===== src/rtl/tx_fir_pkg.sv =====
package tx_fir_pkg;

  localparam int NUM_TAPS  = 4;
  localparam int TAP_SEL_W = 2;

  // Tap positions; the index is the slot in the delay line (0 = newest bit).
  typedef enum logic [TAP_SEL_W-1:0] {
    TAP_PRE   = 2'd0,
    TAP_MAIN  = 2'd1,
    TAP_POST1 = 2'd2,
    TAP_POST2 = 2'd3
  } tap_e;

  // Taps whose sign is chosen at run time.
  function automatic bit tap_has_sign(input int idx);
    return (idx == int'(TAP_PRE)) || (idx == int'(TAP_POST2));
  endfunction

  // Fixed sign convention for the remaining taps: 1 means subtract.
  function automatic bit tap_fixed_neg(input int idx);
    return (idx == int'(TAP_POST1));
  endfunction

endpackage


===== src/rtl/tx_fir_tapline.sv =====
module tx_fir_tapline #(
  parameter int DEPTH = 4,
  localparam int FILL_W = $clog2(DEPTH + 1)
) (
  input  logic             clk,
  input  logic             rst,
  input  logic             bit_in,
  output logic [DEPTH-1:0] taps,
  output logic             filled
);

  logic [FILL_W-1:0] fill_cnt;

  // Slot 0 holds the newest bit; higher slots hold older bits.
  always_ff @(posedge clk) begin
    if (rst) begin
      taps     <= '0;
      fill_cnt <= '0;
    end else begin
      taps <= {taps[DEPTH-2:0], bit_in};
      if (fill_cnt != FILL_W'(DEPTH)) begin
        fill_cnt <= fill_cnt + 1'b1;
      end
    end
  end

  assign filled = (fill_cnt == FILL_W'(DEPTH));

endmodule


===== src/rtl/tx_fir_coef_bank.sv =====
module tx_fir_coef_bank
  import tx_fir_pkg::*;
#(
  parameter int COEF_W = 5
) (
  input  logic                                clk,
  input  logic                                rst,
  input  logic                                we,
  input  logic [TAP_SEL_W-1:0]                sel,
  input  logic [COEF_W-1:0]                   mag,
  input  logic                                neg,
  input  logic                                commit,
  output logic [NUM_TAPS-1:0][COEF_W-1:0]     act_mag,
  output logic [NUM_TAPS-1:0]                 act_neg
);

  for (genvar g = 0; g < NUM_TAPS; g++) begin : g_tap
    localparam logic [TAP_SEL_W-1:0] IDX = TAP_SEL_W'(g);

    logic              hit;
    logic [COEF_W-1:0] sh_mag_q;
    logic [COEF_W-1:0] act_mag_q;

    assign hit = we && (sel == IDX);

    always_ff @(posedge clk) begin
      if (rst) begin
        sh_mag_q <= '0;
      end else if (hit) begin
        sh_mag_q <= mag;
      end
    end

    // The commit reads the shadow value as registered before this edge.
    always_ff @(posedge clk) begin
      if (rst) begin
        act_mag_q <= '0;
      end else if (commit) begin
        act_mag_q <= sh_mag_q;
      end
    end

    assign act_mag[g] = act_mag_q;

    if (tap_has_sign(g)) begin : g_prog_sign
      logic sh_neg_q;
      logic act_neg_q;

      always_ff @(posedge clk) begin
        if (rst) begin
          sh_neg_q <= 1'b0;
        end else if (hit) begin
          sh_neg_q <= neg;
        end
      end

      always_ff @(posedge clk) begin
        if (rst) begin
          act_neg_q <= 1'b0;
        end else if (commit) begin
          act_neg_q <= sh_neg_q;
        end
      end

      assign act_neg[g] = act_neg_q;
    end else begin : g_fixed_sign
      assign act_neg[g] = tap_fixed_neg(g);
    end
  end

endmodule


===== src/rtl/tx_fir_sum.sv =====
module tx_fir_sum
  import tx_fir_pkg::*;
#(
  parameter int COEF_W = 5,
  parameter int OUT_W  = 8,
  localparam int SUM_W = COEF_W + 3,
  localparam int CMP_W = ((SUM_W > OUT_W) ? SUM_W : OUT_W) + 1
) (
  input  logic [NUM_TAPS-1:0]               taps,
  input  logic [NUM_TAPS-1:0][COEF_W-1:0]   act_mag,
  input  logic [NUM_TAPS-1:0]               act_neg,
  output logic signed [OUT_W-1:0]           code
);

  localparam int HI_I = (1 << (OUT_W - 1)) - 1;
  localparam int LO_I = -(1 << (OUT_W - 1));
  localparam logic signed [CMP_W-1:0] SAT_HI = CMP_W'(HI_I);
  localparam logic signed [CMP_W-1:0] SAT_LO = CMP_W'(LO_I);

  logic signed [SUM_W-1:0] term [NUM_TAPS];
  logic signed [SUM_W-1:0] acc;
  logic signed [CMP_W-1:0] wide;

  // A data 1 maps to +1; a negative coefficient flips the product.
  for (genvar g = 0; g < NUM_TAPS; g++) begin : g_term
    logic signed [SUM_W-1:0] mag_s;
    assign mag_s   = $signed(SUM_W'(act_mag[g]));
    assign term[g] = (taps[g] ^ act_neg[g]) ? mag_s : -mag_s;
  end

  always_comb begin
    acc = '0;
    for (int i = 0; i < NUM_TAPS; i++) begin
      acc = acc + term[i];
    end
  end

  assign wide = CMP_W'(acc);

  always_comb begin
    if (wide > SAT_HI) begin
      code = OUT_W'(SAT_HI);
    end else if (wide < SAT_LO) begin
      code = OUT_W'(SAT_LO);
    end else begin
      code = OUT_W'(wide);
    end
  end

endmodule


===== src/rtl/tx_fir_emph.sv =====
module tx_fir_emph
  import tx_fir_pkg::*;
#(
  parameter int COEF_W = 5,
  parameter int OUT_W  = 8
) (
  input  logic                     clk,
  input  logic                     rst,
  input  logic                     bit_in,
  input  logic                     cfg_we,
  input  logic [TAP_SEL_W-1:0]     cfg_sel,
  input  logic [COEF_W-1:0]        cfg_mag,
  input  logic                     cfg_neg,
  input  logic                     cfg_commit,
  output logic signed [OUT_W-1:0]  drv_code,
  output logic                     drv_valid
);

  logic [NUM_TAPS-1:0]             taps;
  logic                            filled;
  logic [NUM_TAPS-1:0][COEF_W-1:0] act_mag;
  logic [NUM_TAPS-1:0]             act_neg;
  logic signed [OUT_W-1:0]         sum_code;
  logic                            main_bit;

  tx_fir_tapline #(
    .DEPTH (NUM_TAPS)
  ) u_tapline (
    .clk    (clk),
    .rst    (rst),
    .bit_in (bit_in),
    .taps   (taps),
    .filled (filled)
  );

  tx_fir_coef_bank #(
    .COEF_W (COEF_W)
  ) u_coef (
    .clk     (clk),
    .rst     (rst),
    .we      (cfg_we),
    .sel     (cfg_sel),
    .mag     (cfg_mag),
    .neg     (cfg_neg),
    .commit  (cfg_commit),
    .act_mag (act_mag),
    .act_neg (act_neg)
  );

  tx_fir_sum #(
    .COEF_W (COEF_W),
    .OUT_W  (OUT_W)
  ) u_sum (
    .taps    (taps),
    .act_mag (act_mag),
    .act_neg (act_neg),
    .code    (sum_code)
  );

  assign main_bit = taps[int'(TAP_MAIN)];

  always_ff @(posedge clk) begin
    if (rst) begin
      drv_code  <= '0;
      drv_valid <= 1'b0;
    end else begin
      drv_code  <= sum_code;
      drv_valid <= filled;
    end
  end

endmodule


===== config.mk =====
export PLATFORM = sky130hd
export DESIGN_NAME = tx_fir_emph
export DESIGN_NICKNAME = d
export VERILOG_FILES = /design/src/rtl/tx_fir_pkg.sv /design/src/rtl/tx_fir_tapline.sv /design/src/rtl/tx_fir_coef_bank.sv /design/src/rtl/tx_fir_sum.sv /design/src/rtl/tx_fir_emph.sv
export SDC_FILE = /design/constraint.sdc
export NUM_CORES = 1
export LEC_CHECK = 0
export BUFFER_PORTS_ARGS = -buffer_cell sky130_fd_sc_hd__buf_4
export CORE_UTILIZATION = 45
export DETAILED_ROUTE_END_ITERATION = 7
export PLACE_DENSITY = 0.66
export SLEW_MARGIN = 20
export SYNTH_ARGS = -nofsm -noshare
export SYNTH_HDL_FRONTEND = slang
export SYNTH_HIERARCHICAL = 1
export SYNTH_SLANG_ARGS = --single-unit
export TNS_END_PERCENT = 5

===== constraint.sdc =====
create_clock -name clk -period 3.65 [get_ports clk]
set_input_delay 0.1825 -clock clk [delete_from_list [all_inputs] [get_ports clk]]
set_output_delay 0.1825 -clock clk [all_outputs]
set_load 0.03 [all_outputs]

# --- Word-level counts from Yosys, hierarchy flattened ---
# Index checks and enable logic that the tools add are counted.
totals:
  latch_bits: 0
  ram_bits: 0
  output_inout_bits: 9
  n_memories: 0
  in_bits: 13
  reg_bits: 60
  romBits: 0
  wordCells: 46
classes:
  order_cmp: 2
  bitwise: 2
  div: 0
  n_reduce_logical: 6
  muxes: 6
  n_mul: 0
  n_addsub: 8
  shift: 0
  n_eq_ne: 5
ops:
  columns: ["operator", "n"]
  rows:
  - ["8-bit 2-to-1 mux", 5]
  - ["5-bit negation with 8-bit output", 4]
  - ["8-bit adder", 3]
  - ["8-bit > comparator, second input constant", 1]
  - ["8-bit < comparator, second input constant", 1]
  - ["7-bit 2-to-1 mux", 1]
  - ["2-bit equality test, second input constant", 2]
  - ["1-bit logical AND", 4]
  - ["3-bit by 1-bit adder with 3-bit output, second input constant", 1]
  - ["3-bit equality test, second input constant", 1]
  - ["3-bit inequality test, second input constant", 1]
  - ["2-bit by 1-bit equality test with 1-bit output, second input constant", 1]
  - ["2-bit logical NOT", 1]
  - ["2-bit OR reduction", 1]
  - ["1-bit XOR", 2]

# --- Longest topological paths before layout ---
logic_depth:
  word_depth: 8
  ltp_mapped: 16
  ltp_nobuf: 16

# --- Modules after synthesis ---
# Netlist, hierarchy kept.
by_module_without_submodules:
  columns: ["mod", "n_inst", "area_per_inst_um2", "cells_each", "seq_area_each_um2"]
  rows:
  - ["tx_fir_coef_bank", 1, 1700.4, 159, 880.8]
  - ["tx_fir_sum", 1, 1117.3, 133, 0.0]
  - ["tx_fir_tapline", 1, 266.5, 25, 140.1]
  - ["tx_fir_emph", 1, 236.5, 18, 180.2]

# --- Least setup slack after synthesis ---
# OpenSTA, ideal clock, no wires.
synth_path:
  kind: "register to register"
  start: "register u_coef.g_tap[3].g_prog_sign.act_neg_q"
  end: "register drv_code[7]"
  n_path_buf: 1
  stages_incl_launch_ff: 17
  t_arrival_ns: 3.616
  setup_ns: 0.114
  t_required_ns: 3.536
  path_slack_ns: -0.080
  period_less_slack_ns: 3.730
  path_cell_list: "dfxtp_1 buf_4 xor2_2 mux2_2 fa_1 inv_1 fa_1 inv_1 ha_1 inv_1 fa_1 inv_1 a21o_1 a21oi_1 o21ai_0 xnor3_1 nor2b_1"
synth_via:
  elab_chain_cells: 5
  word_cells_on_any_way: 7
  cone_classes: "add/sub (1); order compare (2); mux (2); bitwise (1); reduce/logical (1)"
synth_lines:
  columns: ["item", "line", "rtl"]
  rows:
  - ["start: declaration", "tx_fir_coef_bank.sv:47", "logic act_neg_q;"]
  - ["start signal: assignment", "tx_fir_coef_bank.sv:61", "act_neg_q <= sh_neg_q;"]
  - ["1-bit XOR (*)", "tx_fir_sum.sv:28", "assign term[g] = (taps[g] ^ act_neg[g]) ? mag_s : -mag_s;"]
  - ["8-bit 2-to-1 mux (*)", "tx_fir_sum.sv:28", null]
  - ["8-bit adder (*)", "tx_fir_sum.sv:34", "acc = acc + term[i];"]
  - ["8-bit < comparator or 8-bit > comparator (tied branches)", "tx_fir_sum.sv:43, tx_fir_sum.sv:41", null]
  - ["8-bit 2-to-1 mux or 2-bit OR reduction (tied branches)", null, null]
  - ["end signal: assignment", "tx_fir_emph.sv:67", "drv_code <= sum_code;"]
  - ["end: declaration", "tx_fir_emph.sv:15", "output logic signed [OUT_W-1:0] drv_code,"]
# Every way passes the cells marked *; elsewhere a longest branch is shown, timed or not.
# A chain may end at the register's enable or synchronous reset.

# --- Worst setup path after layout ---
layout_path:
  start: "register u_coef.g_tap[3].act_mag_q[1]"
  end: "register drv_code[7]"
layout_via:
  elab_chain_cells: 5
  word_cells_on_any_way: 7
  cone_classes: "add/sub (2); order compare (2); mux (2); reduce/logical (1)"
layout_lines:
  columns: ["item", "line", "rtl"]
  rows:
  - ["start: declaration", "tx_fir_coef_bank.sv:22", "logic [COEF_W-1:0] act_mag_q;"]
  - ["start signal: assignment", "tx_fir_coef_bank.sv:39", "act_mag_q <= sh_mag_q;"]
  - ["5-bit negation with 8-bit output", "tx_fir_sum.sv:28", null]
  - ["8-bit 2-to-1 mux (*)", "tx_fir_sum.sv:28", null]
  - ["8-bit adder (*)", "tx_fir_sum.sv:34", null]
  - ["8-bit < comparator or 8-bit > comparator (tied branches)", "tx_fir_sum.sv:43, tx_fir_sum.sv:41", null]
  - ["8-bit 2-to-1 mux or 2-bit OR reduction (tied branches)", null, null]
# Marks and branches as above.

==> metrics.cfg <==
[yosys]
yosysUniqueCellTypes=37
yosysWarnings=6
syn_area_per_cell_sq_um=9.912
ys_ff_latch=60
ys.flop_type=dfxtp_1
async_flop_share_pct=0
ys_seq_area_share_pct=36.17
synthesis.area_sq_mm=0.003321
synth_edf_count=0
synth.net_count=375
synthCells=335

[worst_setup_path]
critical_path_class=flip-flop to flip-flop
start_kind=flip-flop
cp_max_fo=2
end_kind=flip-flop
r2r_start=u_coef/g_tap[3].act_mag_q[1]
startpoint=u_coef/g_tap[3].act_mag_q[1]
slowest_delay_ns=0.54
worstPathArrival_ns=3.65
cp_slowest_cell=fa_1
cp_num_buf_inv=5
crit_top_cell=inv_1
critPathRequiredTime_ns=3.85
cpLargestDelayFamily=adder cells
path_cells=inv_1, ha_1, mux2_4, fa_1, inv_1, fa_1, inv_1, ha_2, inv_1, fa_2, inv_1, a21o_1, a21oi_1, o21ai_1, xnor3_1, nor2b_1

[detailed_routing]
wl_per_cell_um=12.59
drt-total-wl_um=5856
drtIter0Drc=61
first_pass_iters=4
vias_per_cell=4.656
antenna_left=0
route.detailed.drc=0
vias=2165

[floorplanning]
fp.coreArea_sq_mm=0.006944
die_w_um=87.90
die_height_um=87.90
rows=30
initial_core_util_pct=47.82
boundaryPins=22
dieArea_sq_mm=0.007726

[power_and_ir_drop]
p_per_area_mw_per_mm2=432.0
power.total_uw=1679
power.leakage_uw=0.001870
irDropWorstVdd_mv=0.2836

[clock_network]
clock_latency_ns=0.33
h-tree-depth=3
clk_pin_slew_ns=0.07
clockBufferDepth=2
cts_buffers=9
numClockSinks=60
tritoncts=built
cts-root-buf=clkbuf_8

[grt]
grt_overflow=0
grt_pass1_vias=2021
grt_use_total_pct=17.31
grt_start_max_net_pins=67
grt_pass1_wl_um=9777
antenna_found_initial=0

[run]
maxCapViolCount=0

[sta]
drv_slew=0
fin_skew_ns=0.007869
timing_worst_slew_pin_value_ns=0.5867
finalCriticalPeriod_ns=3.454
tns_ns=0
setup_viol=0
hold_viol=0
max_freq_ghz=0.2895
fin_crit_sh_pct=94.64
holdWs_ns=0.06594
maxSlewHeadroom_pct=60.89

[place]
port_buffers=21
dp_hpwl_um=4327
gp_congestion=0.8130

[min_path]
worstHoldPathType=input pin to flip-flop
min-delay-start=bit_in

[layout]
insertedDiodeCount=0
drive_gt1_share_pct=19.78
area_growth_pct=17.07
nNetsFinal=404

[status]
status=completed

-- logic make-up (layout without fill, tap and decap cells) --
kind of cell / count (synthesis) / after routing / share of synthesized area, %
and+or+nand+nor: 97 / 97 / 15.64
DFF: 60 / 60 / 36.17
buffers and inverters: 52 / 86 / 6.594
muxes: 48 / 48 / 14.58
adders and majority gates: 27 / 27 / 13.34
xor gates and xnor gates: 25 / 25 / 8.139
AOI/OAI and AO/OA: 24 / 24 / 5.313
other: 2 / 2 / 0.2262
-- timing repair --
action,in CTS,in global routing
endpoints found under the setup margin,1,2
hold endpoints to repair,0,0
buffers inserted,0,0
gates resized for setup,1,5
pin swaps,2,1
hold buffers,0,0
-- sequential cells by signal, summed over array words and instances, names as in the netlist --
signal,count
u_coef/g_tap.g_prog_sign.act_neg_q,2
u_tapline/fill_cnt,3
u_coef/g_tap.act_mag_q,20
u_tapline/taps,4
drv_valid,1
drv_code,8
u_coef/g_tap.sh_mag_q,20
u_coef/g_tap.g_prog_sign.sh_neg_q,2
-- worst register-to-register path: stages, from the launching register on --
cell	delay, ns
dfxtp_1	0.33
inv_1	0.04
ha_1	0.26
mux2_4	0.28
fa_1	0.54
inv_1	0.05
fa_1	0.46
inv_1	0.07
ha_2	0.17
inv_1	0.05
fa_2	0.33
inv_1	0.06
a21o_1	0.10
a21oi_1	0.07
o21ai_1	0.16
xnor3_1	0.22
nor2b_1	0.13
-- layout make-up --
class | instances | area (sq um)
clock buffers | 9 | 123.9
clock inverters | 7 | 123.9
fillers | 614 | 3057
inverters | 36 | 135.1
multi-input cells | 223 | 1924
flip-flops and latches | 60 | 1205
well taps | 96 | 120.1
repair buffers | 34 | 255.2
-- cell usage in the layout, fill, tap and decap left out, types with 3 or more instances in the layout --
cell type	count
mux2i_1	45
o21bai_1	4
nor2b_1	13
nand2b_1	28
clkbuf_8	9
buf_4	34
bufinv_16	3
nor3_1	3
fa_1	13
nor2_1	37
xnor2_1	8
xor2_1	11
inv_1	36
nor3_2	3
a21oi_1	9
nand3_1	3
dfxtp_1	57
nand2_1	4
ha_1	12
dfxtp_2	3
-- per-layer routing --
metal  global-route usage, %  vias up  routed length, um
li1                        -     1114                  -
met1                   22.29      997               2906
met2                   26.64       44               2605
met3                   5.749       10                206
met4                   7.154        0                137
met5                       0        -                  0
-- stage by stage --
stage	setup slack, ns	cells	util, %	cell area [sq um]
floorplan	0.02910	335	-	3336
global placement	0.003193	449	52.23	3627
detailed placement	-0.08552	449	52.23	3627
CTS	0.1232	465	55.82	3876
global route	-0.006984	465	55.98	3887
finish	0.1957	465	55.98	3887
-- synth_stat cells, types with 2 or more instances --
master	number	area share, %
o21bai_1	4	0.90
nand2b_1	28	5.3
xor2_2	3	1.5
a21oi_4	2	0.98
nand2_1	4	0.45
xnor2_1	8	2.1
nor3_2	3	0.90
conb_1	2	0.23
xor2_1	11	2.9
buf_2	7	1.1
mux2i_1	45	14
dfxtp_1	60	36
buf_4	4	0.90
ha_1	13	4.9
nand3_1	3	0.45
inv_1	36	4.1
clkbuf_1	5	0.57
xnor2_2	2	0.98
mux2_2	3	1.0
nor2_1	37	4.2
and3b_1	2	0.53
nor2b_1	13	2.4
a21oi_1	10	1.5
fa_1	14	8.4
a21o_1	2	0.45
nor3_1	3	0.45
-- power by group --
group          switching (uW)  total (uW)  internal [uW]
Clock                     274         731            458
Combinational             129         247            118
Sequential               17.4         701            683
-- worst paths after layout --
kind | slack [ns] | end | depth (start not counted)
min | 0.07 | u_tapline/taps[0] | 2
max reg2reg | 0.20 | drv_code[7] | 16
min reg2reg | 0.48 | u_coef/g_tap[1].sh_mag_q[2] | 2
max | 0.20 | drv_code[7] | 16
Power figures use the tool's default switching activity.
